$ cat config.mk
export PLATFORM = sky130hd
export DESIGN_NAME = rxbuf_desc_queue
export DESIGN_NICKNAME = d
export VERILOG_FILES = /design/src/rtl/rxq_pkg.sv /design/src/rtl/rxq_fifo.sv /design/src/rtl/rxq_xfer_fsm.sv /design/src/rtl/rxq_regif.sv /design/src/rtl/rxbuf_desc_queue.sv
export SDC_FILE = /design/constraint.sdc
export NUM_CORES = 1
export LEC_CHECK = 0
export CAP_MARGIN = 5
export CORE_MARGIN = 2
export CORE_UTILIZATION = 35
export DETAILED_ROUTE_END_ITERATION = 6
export PLACE_DENSITY = 0.64
export SYNTH_ARGS = -nofsm -noshare
export SYNTH_HDL_FRONTEND = slang
export SYNTH_SLANG_ARGS = --single-unit
$ cat constraint.sdc
create_clock -name clk -period 3.1 [get_ports clk]
set_clock_uncertainty 0.1 [all_clocks]
set_input_delay 0.62 -clock clk [delete_from_list [all_inputs] [get_ports clk]]
set_output_delay 0.62 -clock clk [all_outputs]
set_load 0.005 [all_outputs]
$ cat src/rtl/rxq_pkg.sv
package rxq_pkg;

    // transfer sequencing states
    typedef enum logic [1:0] {
        ST_IDLE   = 2'd0,
        ST_XFER   = 2'd1,
        ST_COMMIT = 2'd2
    } xfer_state_t;

    // completion status codes
    localparam int STAT_W         = 8;
    localparam logic [STAT_W-1:0] RX_STAT_OK   = 8'd1;
    localparam logic [STAT_W-1:0] RX_STAT_OVER = 8'd2;
    localparam logic [STAT_W-1:0] RX_STAT_BERR = 8'd3;

    // register map
    localparam logic [1:0] REG_SIZE  = 2'd0;
    localparam logic [1:0] REG_QUEUE = 2'd1;
    localparam logic [1:0] REG_DEPTH = 2'd2;

endpackage

$ cat src/rtl/rxq_fifo.sv
module rxq_fifo #(
    parameter int W     = 8,
    parameter int DEPTH = 4,
    localparam int PTR_W = (DEPTH > 1) ? $clog2(DEPTH) : 1,
    localparam int CNT_W = $clog2(DEPTH + 1)
) (
    input  logic             clk,
    input  logic             rst_n,
    input  logic             push,
    input  logic [W-1:0]     din,
    input  logic             pop,
    output logic [W-1:0]     dout,
    output logic [CNT_W-1:0] count
);

    logic [W-1:0]     mem [DEPTH];
    logic [PTR_W-1:0] wr_ptr;
    logic [PTR_W-1:0] rd_ptr;
    logic             do_push;
    logic             do_pop;

    assign do_push = push && (count != CNT_W'(DEPTH));
    assign do_pop  = pop && (count != '0);

    function automatic logic [PTR_W-1:0] ptr_next(input logic [PTR_W-1:0] p);
        if (p == PTR_W'(DEPTH - 1)) begin
            return '0;
        end
        return p + 1'b1;
    endfunction

    genvar gi;
    generate
        for (gi = 0; gi < DEPTH; gi++) begin : g_slot
            always_ff @(posedge clk or negedge rst_n) begin
                if (!rst_n) begin
                    mem[gi] <= '0;
                end else if (do_push && (wr_ptr == PTR_W'(gi))) begin
                    mem[gi] <= din;
                end
            end
        end
    endgenerate

    always_ff @(posedge clk or negedge rst_n) begin
        if (!rst_n) begin
            wr_ptr <= '0;
            rd_ptr <= '0;
            count  <= '0;
        end else begin
            if (do_push) begin
                wr_ptr <= ptr_next(wr_ptr);
            end
            if (do_pop) begin
                rd_ptr <= ptr_next(rd_ptr);
            end
            unique case ({do_push, do_pop})
                2'b10:   count <= count + 1'b1;
                2'b01:   count <= count - 1'b1;
                default: count <= count;
            endcase
        end
    end

    assign dout = mem[rd_ptr];

endmodule

$ cat src/rtl/rxq_xfer_fsm.sv
module rxq_xfer_fsm
    import rxq_pkg::*;
#(
    parameter int ADDR_W = 32,
    parameter int LEN_W  = 16
) (
    input  logic              clk,
    input  logic              rst_n,
    input  logic              pkt_avail,
    input  logic [LEN_W-1:0]  pkt_len,
    output logic              pkt_ready,
    input  logic              free_valid,
    input  logic [ADDR_W-1:0] free_addr,
    input  logic [LEN_W-1:0]  free_cap,
    output logic              free_pop,
    output logic              dma_req,
    output logic [ADDR_W-1:0] dma_addr,
    output logic [LEN_W-1:0]  dma_cap,
    output logic [LEN_W-1:0]  dma_len,
    input  logic              dma_done,
    input  logic              dma_err,
    output logic              done_push,
    output logic [LEN_W-1:0]  done_len,
    output logic [STAT_W-1:0] done_stat
);

    xfer_state_t state_q, state_d;

    logic [ADDR_W-1:0] cur_addr;
    logic [LEN_W-1:0]  cur_cap;
    logic [LEN_W-1:0]  cur_len;
    logic              cur_over;
    logic              cur_err;
    logic              accept;
    logic              over_now;

    assign accept   = (state_q == ST_IDLE) && pkt_avail && free_valid;
    assign over_now = pkt_len > free_cap;

    // next-state logic
    always_comb begin
        state_d = state_q;
        unique case (state_q)
            ST_IDLE:   if (accept)   state_d = ST_XFER;
            ST_XFER:   if (dma_done) state_d = ST_COMMIT;
            ST_COMMIT: state_d = ST_IDLE;
            default:   state_d = ST_IDLE;
        endcase
    end

    // state register
    always_ff @(posedge clk or negedge rst_n) begin
        if (!rst_n) begin
            state_q <= ST_IDLE;
        end else begin
            state_q <= state_d;
        end
    end

    // per-transfer context
    always_ff @(posedge clk or negedge rst_n) begin
        if (!rst_n) begin
            cur_addr <= '0;
            cur_cap  <= '0;
            cur_len  <= '0;
            cur_over <= 1'b0;
            cur_err  <= 1'b0;
        end else begin
            if (accept) begin
                cur_addr <= free_addr;
                cur_cap  <= free_cap;
                cur_len  <= over_now ? free_cap : pkt_len;
                cur_over <= over_now;
                cur_err  <= 1'b0;
            end else if ((state_q == ST_XFER) && dma_done) begin
                cur_err <= dma_err;
            end
        end
    end

    // outputs
    always_comb begin
        pkt_ready = 1'b0;
        free_pop  = 1'b0;
        dma_req   = 1'b0;
        done_push = 1'b0;
        done_stat = RX_STAT_OK;
        unique case (state_q)
            ST_IDLE: begin
                pkt_ready = accept;
                free_pop  = accept;
            end
            ST_XFER: begin
                dma_req = 1'b1;
            end
            ST_COMMIT: begin
                done_push = 1'b1;
                if (cur_err) begin
                    done_stat = RX_STAT_BERR;
                end else if (cur_over) begin
                    done_stat = RX_STAT_OVER;
                end else begin
                    done_stat = RX_STAT_OK;
                end
            end
            default: begin
                done_push = 1'b0;
            end
        endcase
    end

    assign dma_addr = cur_addr;
    assign dma_cap  = cur_cap;
    assign dma_len  = cur_len;
    assign done_len = cur_len;

endmodule

$ cat src/rtl/rxq_regif.sv
module rxq_regif
    import rxq_pkg::*;
#(
    parameter int DATA_W = 32,
    parameter int ADDR_W = 32,
    parameter int LEN_W  = 16,
    parameter int DEPTH  = 4,
    localparam int CNT_W = $clog2(DEPTH + 1)
) (
    input  logic              clk,
    input  logic              rst_n,
    input  logic              reg_wr,
    input  logic              reg_rd,
    input  logic [1:0]        reg_addr,
    input  logic [DATA_W-1:0] reg_wdata,
    output logic [DATA_W-1:0] reg_rdata,
    output logic              free_push,
    output logic [ADDR_W-1:0] free_addr_in,
    output logic [LEN_W-1:0]  free_cap_in,
    input  logic              done_valid,
    input  logic [LEN_W-1:0]  done_len_head,
    input  logic [STAT_W-1:0] done_stat_head,
    output logic              done_pop,
    output logic [CNT_W-1:0]  total_cnt
);

    logic [LEN_W-1:0] pend_cap;
    logic             push_req;

    assign push_req     = reg_wr && (reg_addr == REG_QUEUE);
    assign free_push    = push_req && (total_cnt != CNT_W'(DEPTH));
    assign free_addr_in = reg_wdata[ADDR_W-1:0];
    assign free_cap_in  = pend_cap;
    assign done_pop     = reg_rd && (reg_addr == REG_QUEUE) && done_valid;

    always_ff @(posedge clk or negedge rst_n) begin
        if (!rst_n) begin
            pend_cap <= '0;
        end else if (reg_wr && (reg_addr == REG_SIZE)) begin
            pend_cap <= reg_wdata[LEN_W-1:0];
        end
    end

    // shared budget: free + in flight + completed
    always_ff @(posedge clk or negedge rst_n) begin
        if (!rst_n) begin
            total_cnt <= '0;
        end else begin
            unique case ({free_push, done_pop})
                2'b10:   total_cnt <= total_cnt + 1'b1;
                2'b01:   total_cnt <= total_cnt - 1'b1;
                default: total_cnt <= total_cnt;
            endcase
        end
    end

    always_comb begin
        reg_rdata = '0;
        if (reg_rd) begin
            unique case (reg_addr)
                REG_SIZE:  reg_rdata = done_valid ? DATA_W'(done_len_head) : '0;
                REG_QUEUE: reg_rdata = done_valid ? DATA_W'(done_stat_head) : '0;
                REG_DEPTH: reg_rdata = DATA_W'(DEPTH);
                default:   reg_rdata = '0;
            endcase
        end
    end

endmodule

$ cat src/rtl/rxbuf_desc_queue.sv
module rxbuf_desc_queue
    import rxq_pkg::*;
#(
    parameter int DATA_W = 32,
    parameter int ADDR_W = 32,
    parameter int LEN_W  = 16,
    parameter int DEPTH  = 4
) (
    input  logic              clk,
    input  logic              rst_n,
    input  logic              reg_wr,
    input  logic              reg_rd,
    input  logic [1:0]        reg_addr,
    input  logic [DATA_W-1:0] reg_wdata,
    output logic [DATA_W-1:0] reg_rdata,
    output logic              rx_pending,
    input  logic              pkt_avail,
    input  logic [LEN_W-1:0]  pkt_len,
    output logic              pkt_ready,
    output logic              dma_req,
    output logic [ADDR_W-1:0] dma_addr,
    output logic [LEN_W-1:0]  dma_cap,
    output logic [LEN_W-1:0]  dma_len,
    input  logic              dma_done,
    input  logic              dma_err
);

    localparam int CNT_W  = $clog2(DEPTH + 1);
    localparam int FREE_W = ADDR_W + LEN_W;
    localparam int DONE_W = LEN_W + STAT_W;

    logic              free_push;
    logic [ADDR_W-1:0] free_addr_in;
    logic [LEN_W-1:0]  free_cap_in;
    logic              free_pop;
    logic [FREE_W-1:0] free_head;
    logic [CNT_W-1:0]  free_cnt;

    logic              done_push;
    logic [LEN_W-1:0]  done_len;
    logic [STAT_W-1:0] done_stat;
    logic              done_pop;
    logic [DONE_W-1:0] done_head;
    logic [CNT_W-1:0]  done_cnt;
    logic [CNT_W-1:0]  total_cnt;

    rxq_fifo #(.W(FREE_W), .DEPTH(DEPTH)) u_free_q (
        .clk   (clk),
        .rst_n (rst_n),
        .push  (free_push),
        .din   ({free_addr_in, free_cap_in}),
        .pop   (free_pop),
        .dout  (free_head),
        .count (free_cnt)
    );

    rxq_fifo #(.W(DONE_W), .DEPTH(DEPTH)) u_done_q (
        .clk   (clk),
        .rst_n (rst_n),
        .push  (done_push),
        .din   ({done_len, done_stat}),
        .pop   (done_pop),
        .dout  (done_head),
        .count (done_cnt)
    );

    rxq_xfer_fsm #(.ADDR_W(ADDR_W), .LEN_W(LEN_W)) u_fsm (
        .clk        (clk),
        .rst_n      (rst_n),
        .pkt_avail  (pkt_avail),
        .pkt_len    (pkt_len),
        .pkt_ready  (pkt_ready),
        .free_valid (free_cnt != '0),
        .free_addr  (free_head[FREE_W-1:LEN_W]),
        .free_cap   (free_head[LEN_W-1:0]),
        .free_pop   (free_pop),
        .dma_req    (dma_req),
        .dma_addr   (dma_addr),
        .dma_cap    (dma_cap),
        .dma_len    (dma_len),
        .dma_done   (dma_done),
        .dma_err    (dma_err),
        .done_push  (done_push),
        .done_len   (done_len),
        .done_stat  (done_stat)
    );

    rxq_regif #(
        .DATA_W (DATA_W),
        .ADDR_W (ADDR_W),
        .LEN_W  (LEN_W),
        .DEPTH  (DEPTH)
    ) u_regif (
        .clk            (clk),
        .rst_n          (rst_n),
        .reg_wr         (reg_wr),
        .reg_rd         (reg_rd),
        .reg_addr       (reg_addr),
        .reg_wdata      (reg_wdata),
        .reg_rdata      (reg_rdata),
        .free_push      (free_push),
        .free_addr_in   (free_addr_in),
        .free_cap_in    (free_cap_in),
        .done_valid     (done_cnt != '0),
        .done_len_head  (done_head[DONE_W-1:STAT_W]),
        .done_stat_head (done_head[STAT_W-1:0]),
        .done_pop       (done_pop),
        .total_cnt      (total_cnt)
    );

    assign rx_pending = (done_cnt != '0);

endmodule

==> impl_metrics.tcl <==
set metrics [dict create \
    dieArea_sq_um 50200 \
    drc 0 \
    nFillCells 4246 \
    startpoint_type "flip-flop" \
    vias 10449 \
    utilization 0.449 \
    final_min_period_over_clock_period 0.995 \
    critPathRequiredTime_ns 3.50 \
    ys_types 48 \
    synthArstFlopShare 1.00 \
    reg2regPathDepth 11 \
    avgSynthCellArea_sq_um 14.0 \
    outcome "complete, no violations" \
    first_global_vias 11137 \
    die_h_microns 224 \
    max_freq_mhz 324 \
    arrival_ns 3.48 \
    critPathCaptureType "flip-flop" \
    ios 156 \
    wl_microns 40000 \
    seq_area_sq_um 9140 \
    clk_latency_ns 0.57 \
    syn_to_final_growth_pct 26.4 \
    critPathMaxFanout 7 \
    timing.hold.ws_ns 0.372 \
    powerDensity_nw_per_um2 1000 \
    overflow 0 \
    track_usage 0.162 \
    min_to "u_fsm.dma_addr[24]" \
    slew_headroom 0.425 \
    dr.pass1.iters 4 \
    worst_slew_pin_slew_ns 0.861 \
    drv_cap 0 \
    core_area_sq_um 47700 \
    fin_nets 1521 \
    synth_top_area_frac 0.539 \
    die_w_microns 224 \
    dpl_worst_slack_ns -0.392 \
    synth_edf_count 0 \
    crit_type "flip-flop to flip-flop" \
    clk_root_buffer_cell "clkbuf_16" \
    r2r_start "u_free_q.rd_ptr[0]" \
    synth_top_area_cell "dfrtp_1" \
    clock-sinks 365 \
    report.power.total_mw 21.4 \
    gp_congestion 0.822 \
    hold_viol 0 \
    final-setup-viol-count 0 \
    peakVddDrop_mv 0.434 \
    hp-class "flip-flop to flip-flop" \
    initialDrtViolationCount 522 \
    yosysWarnings 0 \
    multi_input_area_sq_um 7340 \
    cts_tree "done" \
    grt_start_max_net_pins 77 \
    fin_ws_ns 0.0154 \
    power.leakage_nw 9.68 \
    netlist_area_sq_um 17000 \
    yosys_register_bits 365 \
    start_util 0.355 \
    port_buffers 139 \
    rsz0062_at_grt "yes" \
    rrSetupSlack_ns 0.02 \
    rows 80 \
    setup-tns-final_ns 0 \
    cts-htree-levels 2 \
    synth-main-ff-cell "dfrtp_1" \
    post_drt_wl_per_cell_microns 19.3 \
    vias_per_cell 5.02 \
    grt_pass1_wl_microns 63700 \
    hp-start "u_fsm.dma_addr[24]" \
    num_antenna_cells 0 \
    hpwlAfterDp_microns 26000 \
    ys_seq_area_frac 0.539 \
    hold_depth 2 \
    synth_area_leaders "dfrtp_1 (54%), mux2_2 (15%), mux4_2 (8.8%)" \
    clockBufferDepth 3 \
    layout_min_cycle_time_ns 3.08 \
    r2r_end "u_fsm.dma_len[14]" \
    drive_gt1_frac 0.395 \
    finalMaxSlewViolations 0 \
    synth_cells 1210 \
    antenna_found_initial 0 \
    clk_pin_slew_ns 0.06 \
    ant_nets 0 \
    cts_buffers 43 \
]
[per-layer routing]
metal,global-route usage,vias up,part of all wire
met5,0,-,0
met4,0.0523,0,0.024
met3,0.0244,60,0.037
met2,0.263,206,0.48
met1,0.222,5431,0.46
li1,-,4752,-
[through the flow]
step | instance area [sq um] | std cells
6_report | 21400 | 2080
5_1_grt | 21400 | 2080
4_1_cts | 21100 | 2067
3_5_place_dp | 19300 | 1965
3_3_place_gp | 19300 | 1965
2_1_floorplan | 17000 | 1225
[layout by cell type, fill, tap and decap left out, types with 5 or more instances in the layout]
cell type,n
xor2_1,6
o21ai_0,32
mux2_4,40
clkdlybuf4s50_1,124
a2bb2oi_1,16
clkbuf_16,43
dfrtp_1,361
dlygate4sd2_1,11
or4_1,11
buf_6,9
buf_4,79
inv_2,10
clkbuf_8,6
nand2_1,154
nand3_2,6
and3_1,16
mux4_2,66
nor2_1,9
o31ai_1,9
nor2b_1,15
buf_12,22
clkbuf_1,9
clkinvlp_4,6
mux2_2,233
o31ai_2,7
ha_1,25
inv_1,24
conb_1,16
or4_4,6
a21oi_2,5
nand3_1,12
[Yosys cell counts (10+ instances only)]
cell type and instances:
o21ai_0 33, nor2b_1 15, clkbuf_1 29, buf_12 12, buf_4 25, and3_1 16
nand2_1 154, inv_1 34, nor2_1 10, mux4_2 66, ha_1 29, dfrtp_1 365
or4_1 17, buf_2 16, a2bb2oi_1 16, nand3_1 18, o31ai_1 17, mux2_4 40
mux2_2 233
[flip-flops by register name (all words and copies together) (netlist names), 3 cells and up]
| name | flops |
|---|---|
| u_fsm.dma_cap | 16 |
| u_free_q.mem | 192 |
| u_free_q.count | 3 |
| u_done_q.count | 3 |
| u_regif.free_cap_in | 16 |
| u_done_q.mem | 72 |
| u_regif.total_cnt | 3 |
| u_fsm.dma_len | 16 |
| u_fsm.dma_addr | 32 |
[timing repair]
action,4_1_cts,5_1_grt
gates cloned,5,2
setup buffers,18,11
resized for setup,29,49
hold endpoints to repair,40,0
endpoints found under the setup margin,32,20
hold buffers,1,0
pin swaps,8,38
[worst max-delay path by stage]
stage / from / end / slack [ns] / depth (start not counted)
2_1_floorplan: u_free_q.rd_ptr[0] / u_fsm.dma_len[13] / 0.03 / 11
3_3_place_gp: pkt_len[1] / u_fsm.dma_len[11] / -0.36 / 8
3_5_place_dp: pkt_len[1] / u_fsm.dma_len[9] / -0.39 / 8
4_1_cts: u_free_q.rd_ptr[0] / u_fsm.dma_len[2] / 0.003 / 11
5_1_grt: u_free_q.rd_ptr[0] / u_fsm.dma_len[4] / -0.06 / 10
6_report: u_free_q.rd_ptr[0] / u_fsm.dma_len[14] / 0.02 / 11
[power breakdown]
group	leakage (nW)	switching [mW]	internal (mW)
registers	4.64	1.27	6.81
logic	4.35	3.34	4.87
clock network	0.692	2.07	3.07
[area by class of cell]
| type | instances | area share |
|---|---|---|
| inverters | 34 | 0.00596 |
| clock inverters | 20 | 0.0124 |
| well taps | 615 | 0.0359 |
| clock buffers | 58 | 0.0556 |
| multi-input cells | 736 | 0.342 |
| repair buffers | 252 | 0.121 |
| flip-flops and latches | 365 | 0.427 |
[logic make-up (layout without fill, tap and decap cells)]
| family | Yosys count | after routing | share of synthesized area |
|---|---|---|---|
| and+or+nand+nor | 252 | 252 | 0.0704 |
| muxes | 343 | 343 | 0.280 |
| other | 1 | 16 | 0.000221 |
| buffers and inverters | 125 | 364 | 0.0468 |
| adders and majority gates | 32 | 32 | 0.0249 |
| AOI/OAI and AO/OA | 83 | 84 | 0.0339 |
| DFF | 365 | 365 | 0.539 |
| xor gates and xnor gates | 9 | 9 | 0.00465 |
[worst max-delay path, stage by stage (launching register included)]
cell and delay [ns]:
dfrtp_4 0.49, buf_12 0.15, buf_12 0.13, mux4_2 0.45, inv_2 0.09, ha_1 0.23, nand4_1 0.17, nor2_2 0.08
a221o_2 0.41, buf_6 0.16, or4_4 0.48, nand3_2 0.08
(Power assumes the default switching activity.)
